--- config.mk ---
export PLATFORM = sky130hd
export DESIGN_NAME = mbox_irq_ctrl
export DESIGN_NICKNAME = d
export VERILOG_FILES = /design/src/rtl/mbox_pkg.sv /design/src/rtl/mbox_port_decode.sv /design/src/rtl/mbox_irq_flag.sv /design/src/rtl/mbox_irq_ctrl.sv
export SDC_FILE = /design/constraint.sdc
export NUM_CORES = 1
export LEC_CHECK = 0
export ABC_AREA = 0
export BUFFER_PORTS_ARGS = -buffer_cell sky130_fd_sc_hd__buf_2
export CAP_MARGIN = 20
export CORE_AREA = 2 2 39 41
export CTS_BUF_LIST = sky130_fd_sc_hd__clkbuf_8
export CTS_CLUSTER_SIZE = 25
export DETAILED_ROUTE_END_ITERATION = 6
export DIE_AREA = 0 0 41 43
export PLACE_DENSITY_LB_ADDON = 0.15
export SLEW_MARGIN = 20
export SYNTH_ARGS = -nofsm -noshare
export SYNTH_HDL_FRONTEND = slang
export SYNTH_SLANG_ARGS = --single-unit
--- constraint.sdc ---
create_clock -name clk -period 1.2 [get_ports clk]
set_input_delay 0.36 -clock clk [delete_from_list [all_inputs] [get_ports clk]]
set_output_delay 0.36 -clock clk [all_outputs]
set_load 0.1 [all_outputs]
--- src/rtl/mbox_pkg.sv ---
package mbox_pkg;

   typedef enum int {
      SIDE_LEFT  = 0,
      SIDE_RIGHT = 1
   } side_e;

   // Mailbox word for a side: right owns the top word, left the one below.
   function automatic logic [31:0] box_addr(input int aw, input side_e s);
      logic [31:0] top;
      top = (32'd1 << aw) - 32'd1;
      return (s == SIDE_RIGHT) ? top : top - 32'd1;
   endfunction

endpackage

--- src/rtl/mbox_port_decode.sv ---
module mbox_port_decode #(
   parameter int                ADDR_W  = 14,
   parameter logic [ADDR_W-1:0] OWN_BOX = '1,
   parameter logic [ADDR_W-1:0] OTH_BOX = '0
) (
   input  logic              en,
   input  logic              wr,
   input  logic              rd,
   input  logic              busy,
   input  logic [ADDR_W-1:0] addr,
   output logic              own_rd,
   output logic              oth_wr
);
   logic granted;
   logic hit_own;
   logic hit_oth;

   always_comb begin
      granted = en & ~busy;
      hit_own = (addr == OWN_BOX);
      hit_oth = (addr == OTH_BOX);
      // both strobes together count as a write only
      own_rd  = granted & rd & ~wr & hit_own;
      oth_wr  = granted & wr & hit_oth;
   end
endmodule

--- src/rtl/mbox_irq_flag.sv ---
module mbox_irq_flag (
   input  logic clk,
   input  logic rst_n,
   input  logic set,
   input  logic clr,
   output logic irq_n
);
   always_ff @(posedge clk) begin
      if (!rst_n)   irq_n <= 1'b1;
      else if (set) irq_n <= 1'b0;
      else if (clr) irq_n <= 1'b1;
   end
endmodule

--- src/rtl/mbox_irq_ctrl.sv ---
module mbox_irq_ctrl
   import mbox_pkg::*;
#(
   parameter int ADDR_W = 14
) (
   input  logic              clk,
   input  logic              rst_n,
   input  logic              lt_en,
   input  logic              lt_wr,
   input  logic              lt_rd,
   input  logic [ADDR_W-1:0] lt_addr,
   input  logic              lt_busy,
   input  logic              rt_en,
   input  logic              rt_wr,
   input  logic              rt_rd,
   input  logic [ADDR_W-1:0] rt_addr,
   input  logic              rt_busy,
   output logic              lt_irq_n,
   output logic              rt_irq_n
);
   localparam int NSIDE = 2;

   generate
      if (ADDR_W < 2 || ADDR_W > 31) begin : g_bad_width
         $error("mbox_irq_ctrl: ADDR_W must lie in 2..31");
      end
   endgenerate

   logic [NSIDE-1:0]  en_v, wr_v, rd_v, busy_v;
   logic [ADDR_W-1:0] addr_v [NSIDE];
   logic [NSIDE-1:0]  own_rd_v, oth_wr_v, irq_n_v;

   always_comb begin
      en_v   = {rt_en,   lt_en};
      wr_v   = {rt_wr,   lt_wr};
      rd_v   = {rt_rd,   lt_rd};
      busy_v = {rt_busy, lt_busy};
      addr_v[SIDE_LEFT]  = lt_addr;
      addr_v[SIDE_RIGHT] = rt_addr;
   end

   generate
      for (genvar g = 0; g < NSIDE; g++) begin : g_side
         localparam logic [ADDR_W-1:0] OWN =
            ADDR_W'(box_addr(ADDR_W, side_e'(g)));
         localparam logic [ADDR_W-1:0] OTH =
            ADDR_W'(box_addr(ADDR_W, side_e'(NSIDE-1-g)));

         mbox_port_decode #(
            .ADDR_W (ADDR_W),
            .OWN_BOX(OWN),
            .OTH_BOX(OTH)
         ) u_dec (
            .en    (en_v[g]),
            .wr    (wr_v[g]),
            .rd    (rd_v[g]),
            .busy  (busy_v[g]),
            .addr  (addr_v[g]),
            .own_rd(own_rd_v[g]),
            .oth_wr(oth_wr_v[g])
         );

         // flag g is raised by the opposite side, lowered by its owner
         mbox_irq_flag u_flag (
            .clk  (clk),
            .rst_n(rst_n),
            .set  (oth_wr_v[NSIDE-1-g]),
            .clr  (own_rd_v[g]),
            .irq_n(irq_n_v[g])
         );
      end
   endgenerate

   assign lt_irq_n = irq_n_v[SIDE_LEFT];
   assign rt_irq_n = irq_n_v[SIDE_RIGHT];
endmodule

* Word-level counts from Yosys, hierarchy flattened
Cells that the tools add are included. Widths: inputs -> output; s select.
Operators by class: equality and inequality tests 4, muxes and demuxes 4, bitwise operators 16, reductions and logical operators 2
Operators with widths (count):
- $eq 14x14->1 const B | 4
- $and 1x1->1 | 12
- $mux 1 | 4
- $not 1->1 | 4
- $reduce_bool 2->1 | 2
Storage, ports and cells: register bits after elaboration 2, logic and storage cells 28

* Longest topological paths before layout
Gate-level depths: netlist of run 1.
word-level depth 7, depth in mapped cells 4

* Cells and area by module
A second synthesis of run 1 with hierarchy kept.
Second synthesis, totals: cell total of the unflattened synthesis 21, area total of the unflattened synthesis 158.9 µm²
Modules (own cells, without submodules):
- mbox_irq_flag | times used 2, cells an instance 3, area an instance 28.8 µm², seq. area each 20.0 µm²
- mbox_port_decode at g_side[1].u_dec | times used 1, cells an instance 7, area an instance 52.6 µm², seq. area each 0.0 µm²
- mbox_port_decode at g_side[0].u_dec | times used 1, cells an instance 8, area an instance 48.8 µm², seq. area each 0.0 µm²

* Worst setup path after synthesis of run 1
OpenSTA, ideal clock, no wires.
path type register to output, start point register g_side[1].u_flag.irq_n, end point output port rt_irq_n, data arrival time 0.925 ns, data required time 0.840 ns, slack -0.085 ns, stages on the path, launching flop included 1, buffers on the path 0, cells stage by stage dfxtp_1
RTL lines:
- from (decl) | RTL line mbox_irq_flag.sv:6 | output logic irq_n
- from (signal assigned) | RTL line mbox_irq_flag.sv:9 | if (!rst_n) irq_n <= 1'b1;
- from (signal assigned) | RTL line mbox_irq_flag.sv:10 | else if (set) irq_n <= 1'b0;
- from (signal assigned) | RTL line mbox_irq_flag.sv:11 | else if (clr) irq_n <= 1'b1;
- to (decl) | RTL line mbox_irq_ctrl.sv:19 | output logic rt_irq_n
No word-level cell between the ends.

* Final worst setup path of run 1
start point register g_side[1].u_flag.irq_n, end point output port rt_irq_n
No word-level cell between the ends.

==> impl_metrics.csv, run 1 <==
group,metric,value,unit
outcome,status,"finished, final reports clean",
critical_path,crit_type,"reg -> out",
synth,syn_avg_cell_area,7.450,um2
clock_tree,clk_path_buf_depth,2,
timing,finalCritPeriodShare,90.57,%
critical_path,timing.rr.end,"g_side[1].u_flag.irq_n",
floorplan,core_area,1384,um2
timing,fmax,920.1,MHz
timing,worstMarginPinSlew,256.5,ps
synth,synth-seq-cells,2,
critical_path,cp_num_cells,1,
power,p_sw,0.00007851,W
cells_and_area,layout_common_cells,"buf_2 (37), nand4_1 (5), nor2_1 (3), clkbuf_8 (3)",
drt,postRouteAntennaNets,0,
power,p_leak,0.2457,nW
worst_hold_path,hold_class,"in -> reg",
power,p_int,0.0003267,W
drt,vias_per_cell,4.395,
clock_tree,postCtsHoldBufs,0,
drt,remaining_drc_errors,0,
clock_tree,insertion_delay,210,ps
clock_tree,cts_root_buffer,"clkbuf_8",
drt,firstDrtPassIters,2,
cells_and_area,final_area,469.2,um2
timing,slew_headroom,82.74,%
clock_tree,cts_resized,0,
clock_tree,clk_pin_slew,30,ps
global_route,grt_usage,9.419,%
global_route,grt_pass1_wl,993,um
place,gp_congestion,0.7450,
clock_tree,cts.sinks,2,
power,comb_power_share,17.9,%
timing,hold_violations,0,
global_route,overflow,0,
critical_path,rr_worst_depth,2,
cells_and_area,utilization,33.91,%
drt,drt-initial-drc-count,1,
cells_and_area,final_layout_size_suffix_gt1_share,70.77,%
power,powerDensity,863.7,nW/um2
synth,yosysWarnings,0,
critical_path,crit_required,840,ps
timing,rsz0062_at_grt,"no",
timing,fin_skew,0,ps
critical_path,startpoint_type,"flip-flop",
global_route,grt_max_degree,4,
critical_path,slowest_stage,"dfxtp_2",
critical_path,end_kind,"primary output",
timing,slew_viol_final,0,
synth,synth_fp_nets,60,
critical_path,worstPathBufferInverterCount,1,
synth,netlist_instances,22,
critical_path,crit_fanout,2,
drt,wl,723,um
power,irDropWorstVdd,0.3891,mV
place,placed_area,419.2,um2
worst_hold_path,hold_depth,2,
clock_tree,cts_tree,"done",
floorplan,chipHeight,43,um
floorplan,initial_core_util,11.84,%
cells_and_area,area_growth,186.3,%
clock_tree,cts_buffers,3,
power,pwr-share-clk,65.6,%
job,maxCapViolCount,0,
drt,wl_per_cell,8.926,um
worst_hold_path,hp-start,"lt_wr",
cells_and_area,final_nets,105,
critical_path,ff2ff_setup_slack,460,ps
synth,ys_seq_area_share,24.43,%
critical_path,crit_start,"g_side[1].u_flag.irq_n",
power,switching_share,19.37,%
global_route,grt_pass1_vias,305,
power,finalPower,0.0004053,W
floorplan,die_x,41,um
worst_hold_path,holdPathEnd,"g_side[1].u_flag.irq_n",
clock_tree,htreeDepth,1,
cells_and_area,regMostFlops,"g_side.u_flag.irq_n",
place,place.detailed.hpwl,619,um
drt,vias,356,
critical_path,path_delay_family,"flip-flops",
place,io_buffers,39,
synth,synth.distinct_cells,14,
floorplan,fp-row-count,14,
critical_path,path_cells,"buf_12",
floorplan,ios,40,
synth,netlist_area,163.9,um2
critical_path,crit_arrival,730,ps
cells_and_area,largest_reg_flops,2,
critical_path,r2r-start,"g_side[1].u_flag.irq_n",
clock_tree,post_cts_buffers,0,
global_route,antenna_found_initial,0,
cells_and_area,layout_commonest_cell,"buf_2",
cells_and_area,n_antenna_cell,0,
floorplan,die_area,1763,um2
critical_path,cp_slowest_stage_delay,340,ps
timing,finalSetupViolations,0,
power,p_seq_share,16.5,%
cells_and_area,top_regs,"g_side.u_flag.irq_n x2",
timing,period_needed,1087,ps
==> cells by family (layout without fill, tap and decap cells) <==
family / count (synthesis) / count (layout) / share of synthesized area [%]
AND/OR/NAND/NOR: 15 / 15 / 54.96
AO/OA/AOI/OAI: 4 / 4 / 18.32
flip-flops: 2 / 2 / 24.43
buffers and inverters: 1 / 44 / 2.288
==> per-layer routing <==
layer / global-route usage, % / vias to the layer above / part of all wire [%]
met1: 5.751 / 135 / 30
met2: 15.31 / 38 / 43
met5: 0 / - / 0
met4: 12.00 / 0 / 4.6
met3: 4.712 / 4 / 22
li1: - / 179 / -
==> per-stage QoR <==
step / hold slack, ps / worst slack [ps] / std cells / TNS [ps]
after detailed placement: 521.2 / -143.8 / 78 / -186.5
after CTS: 374.9 / 75.13 / 81 / 0
after global placement: 565.4 / -102.9 / 78 / -187.0
after floorplan: 482.5 / 35.22 / 22 / 0
final: 373.3 / 113.2 / 81 / 0
after global routing: 387.4 / 6.561 / 81 / 0
==> cell type report <==
cell class	count	area [um2]
clock buffers	3	41.29
fillers	139	914.6
inverters	1	3.754
multi-input cells	19	128.9
flip-flops and latches	2	42.54
well taps	16	20.02
repair buffers	40	232.7
==> worst max-delay path by stage <==
stage / slack [ps] / end
after floorplan: 40 / g_side[1].u_flag.irq_n
after global placement: -100 / g_side[0].u_flag.irq_n
after detailed placement: -140 / g_side[1].u_flag.irq_n
after CTS: 80 / g_side[1].u_flag.irq_n
after global routing: 7 / g_side[0].u_flag.irq_n
final: 110 / rt_irq_n
==> synthesized netlist by cell type <==
cell | count | area share [%]
a211oi_1 | 1 | 4.6
nor4_1 | 1 | 3.8
nand3b_1 | 1 | 4.6
nand4_1 | 5 | 19
nor4_2 | 1 | 7.6
dfxtp_1 | 2 | 24
nand4b_1 | 1 | 5.3
a41oi_1 | 1 | 5.3
a21oi_1 | 1 | 3.1
inv_1 | 1 | 2.3
a311oi_1 | 1 | 5.3
nand2_1 | 2 | 4.6
nand3_1 | 1 | 3.1
nor2_1 | 3 | 6.9
==> power by group through the flow <==
stage | Sequential [W] | Combinational, W | Clock [W]
6_report | 0.0000670 | 0.0000726 | 0.000266
5_1_grt | 0.0000670 | 0.0000830 | 0.000278
4_1_cts | 0.0000670 | 0.0000718 | 0.000274
3_5_place_dp | 0.0000678 | 0.0000716 | 0
3_3_place_gp | 0.0000678 | 0.0000712 | 0
2_1_floorplan | 0.0000678 | 0.0000107 | 0
No activity file was read; power rests on OpenSTA's default activity.
==> run 2, diff against run 1 <==
- clock period: 1.2 -> 1 ns (I/O delays scaled with it)
==> run 2 against run 1 <==
The run now ends with setup timing left; clock-buffer cell count is the same; global-route usage is the same; cell area is 2.4% higher; clock skew did not move; sequential share of layout area decreased by 0.21 points; wire length up 5.7%; critical path type unchanged; critical endpoint unchanged; largest power group unchanged; highest routed layer unchanged.
==> impl_metrics.csv, run 2 (synthesis gave the netlist of run 1 again) <==
group,metric,value,unit
drt,met1_length,221,um
clock_tree,postCtsHoldBufs,0,
power,irDropWorstVdd,0.4675,mV
drt,vias,360,
clock_tree,clk_path_buf_depth,2,
global_route,overflow,0,
cells_and_area,layout_commonest_cell,"buf_2",
cells_and_area,top_regs,"g_side.u_flag.irq_n x2",
drt,remaining_drc_errors,0,
drt,postRouteAntennaNets,0,
critical_path,crit_arrival,730,ps
outcome,violations,"setup timing",
critical_path,path_delay_family,"flip-flops",
floorplan,die_area,1763,um2
critical_path,end_kind,"primary output",
floorplan,core_area,1384,um2
timing,finalCritPeriodShare,102.7,%
timing,slew_viol_final,0,
job,maxCapViolCount,0,
critical_path,worstPathBufferInverterCount,1,
place,io_buffers,39,
timing,fmax,973.9,MHz
timing,finalSetupViolations,2,
clock_tree,cts.sinks,2,
cells_and_area,fillers,139,
cells_and_area,area_growth,193.1,%
clock_tree,htreeDepth,1,
cells_and_area,layout_common_cells,"buf_2 (37), nand4_1 (5), nor2_1 (3), clkbuf_8 (3)",
timing,whs,313.3,ps
drt,wl_per_cell,9.432,um
clock_tree,cts_buffers,3,
timing,period_needed,1027,ps
floorplan,chipHeight,43,um
floorplan,initial_core_util,11.84,%
drt,highest_layer,"met4",
drt,vias_per_cell,4.444,
place,placed_area,419.2,um2
global_route,grt_pass1_vias,305,
clock_tree,insertion_delay,210,ps
drt,wl,764,um
critical_path,crit_fanout,2,
timing,tns,-49.79,ps
critical_path,cp_slowest_stage_delay,340,ps
power,powerDensity,1020,nW/um2
floorplan,die_x,41,um
place,place.detailed.hpwl,619,um
critical_path,crit_type,"reg -> out",
cells_and_area,final_layout_size_suffix_gt1_share,73.85,%
cells_and_area,final_nets,105,
critical_path,crit_required,700,ps
timing,hold_violations,0,
clock_tree,clk_pin_slew,30,ps
global_route,grt_max_degree,4,
power,p_leak,0.2468,nW
cells_and_area,utilization,34.72,%
timing,slew_headroom,83.85,%
timing,fin_skew,0,ps
timing,rsz0062_at_grt,"yes",
drt,drt-initial-drc-count,1,
cells_and_area,final_area,480.5,um2
clock_tree,cts_root_buffer,"clkbuf_8",
floorplan,ios,40,
drt,wl_met3,161,um
outcome,status,"complete, but fails checks",
place,gp_congestion,0.7450,
timing,worstMarginPinSlew,240.6,ps
drt,met2WireLength,347,um
critical_path,slowest_stage,"dfxtp_2",
clock_tree,post_cts_buffers,0,
clock_tree,cts_tree,"done",
floorplan,fp-row-count,14,
cells_and_area,largest_reg_flops,2,
cells_and_area,regMostFlops,"g_side.u_flag.irq_n",
critical_path,startpoint_type,"flip-flop",
timing,finalWorstSetupSlack,-26.79,ps
global_route,grt_pass1_wl,993,um
cells_and_area,n_antenna_cell,0,
drt,firstDrtPassIters,2,
global_route,grt_usage,9.419,%
critical_path,path_cells,"buf_12",
global_route,antenna_found_initial,0,
worst_hold_path,hold_class,"in -> reg",
## run 2: cell types whose count changed in the layout (fill, tap and decap cells not counted)
cell,delta
nand3_1,-1
nand3_2,+1
nor4_1,-1
nor4_2,+1
## run 2: final timing paths
check	startpoint	to	slack, ps	cells past startpoint
worst min register to register	g_side[0].u_flag.irq_n	g_side[0].u_flag.irq_n	520	2
worst max-delay path	g_side[1].u_flag.irq_n	rt_irq_n	-30	1
worst min-delay path	lt_wr	g_side[1].u_flag.irq_n	310	2
worst max register to register	g_side[1].u_flag.irq_n	g_side[1].u_flag.irq_n	260	2
## run 2: routing by layer
layer,vias to the layer above,track usage (%)
met5,-,0
met4,0,12.00
met3,4,4.712
met2,38,15.31
met1,139,5.751
li1,179,-
## run 2: timing repair
action / in CTS / in global routing
endpoints found under the setup margin: 3 / 4
gates resized for setup: 0 / 3
pin swaps: 1 / 0
## run 2: where the power goes
part / total (W) / internal [W] / switching, W
clock network: 0.000319 / 0.000255 / 0.0000642
logic: 0.0000908 / 0.0000578 / 0.0000331
registers: 0.0000804 / 0.0000804 / 0.00000000131
## run 2: final cells by class
class / instances / area (um2) / area share [%]
timing repair buffer: 40 / 232.7 / 48.44
multi-input combinational: 19 / 140.1 / 29.17
sequential: 2 / 42.54 / 8.854
clock buffer: 3 / 41.29 / 8.594
tap: 16 / 20.02 / 4.167
inverter: 1 / 3.754 / 0.7812
## run 2: metrics by stage
| stage | cells | setup WS (ps) | power (W) |
|---|---|---|---|
| after floorplan | 22 | -104.8 | 0.00009424 |
| after global placement | 78 | -242.9 | 0.0001668 |
| after detailed placement | 78 | -283.8 | 0.0001673 |
| after CTS | 81 | -35.27 | 0.0004953 |
| after global routing | 81 | -104.3 | 0.0005162 |
| final | 81 | -26.79 | 0.0004901 |
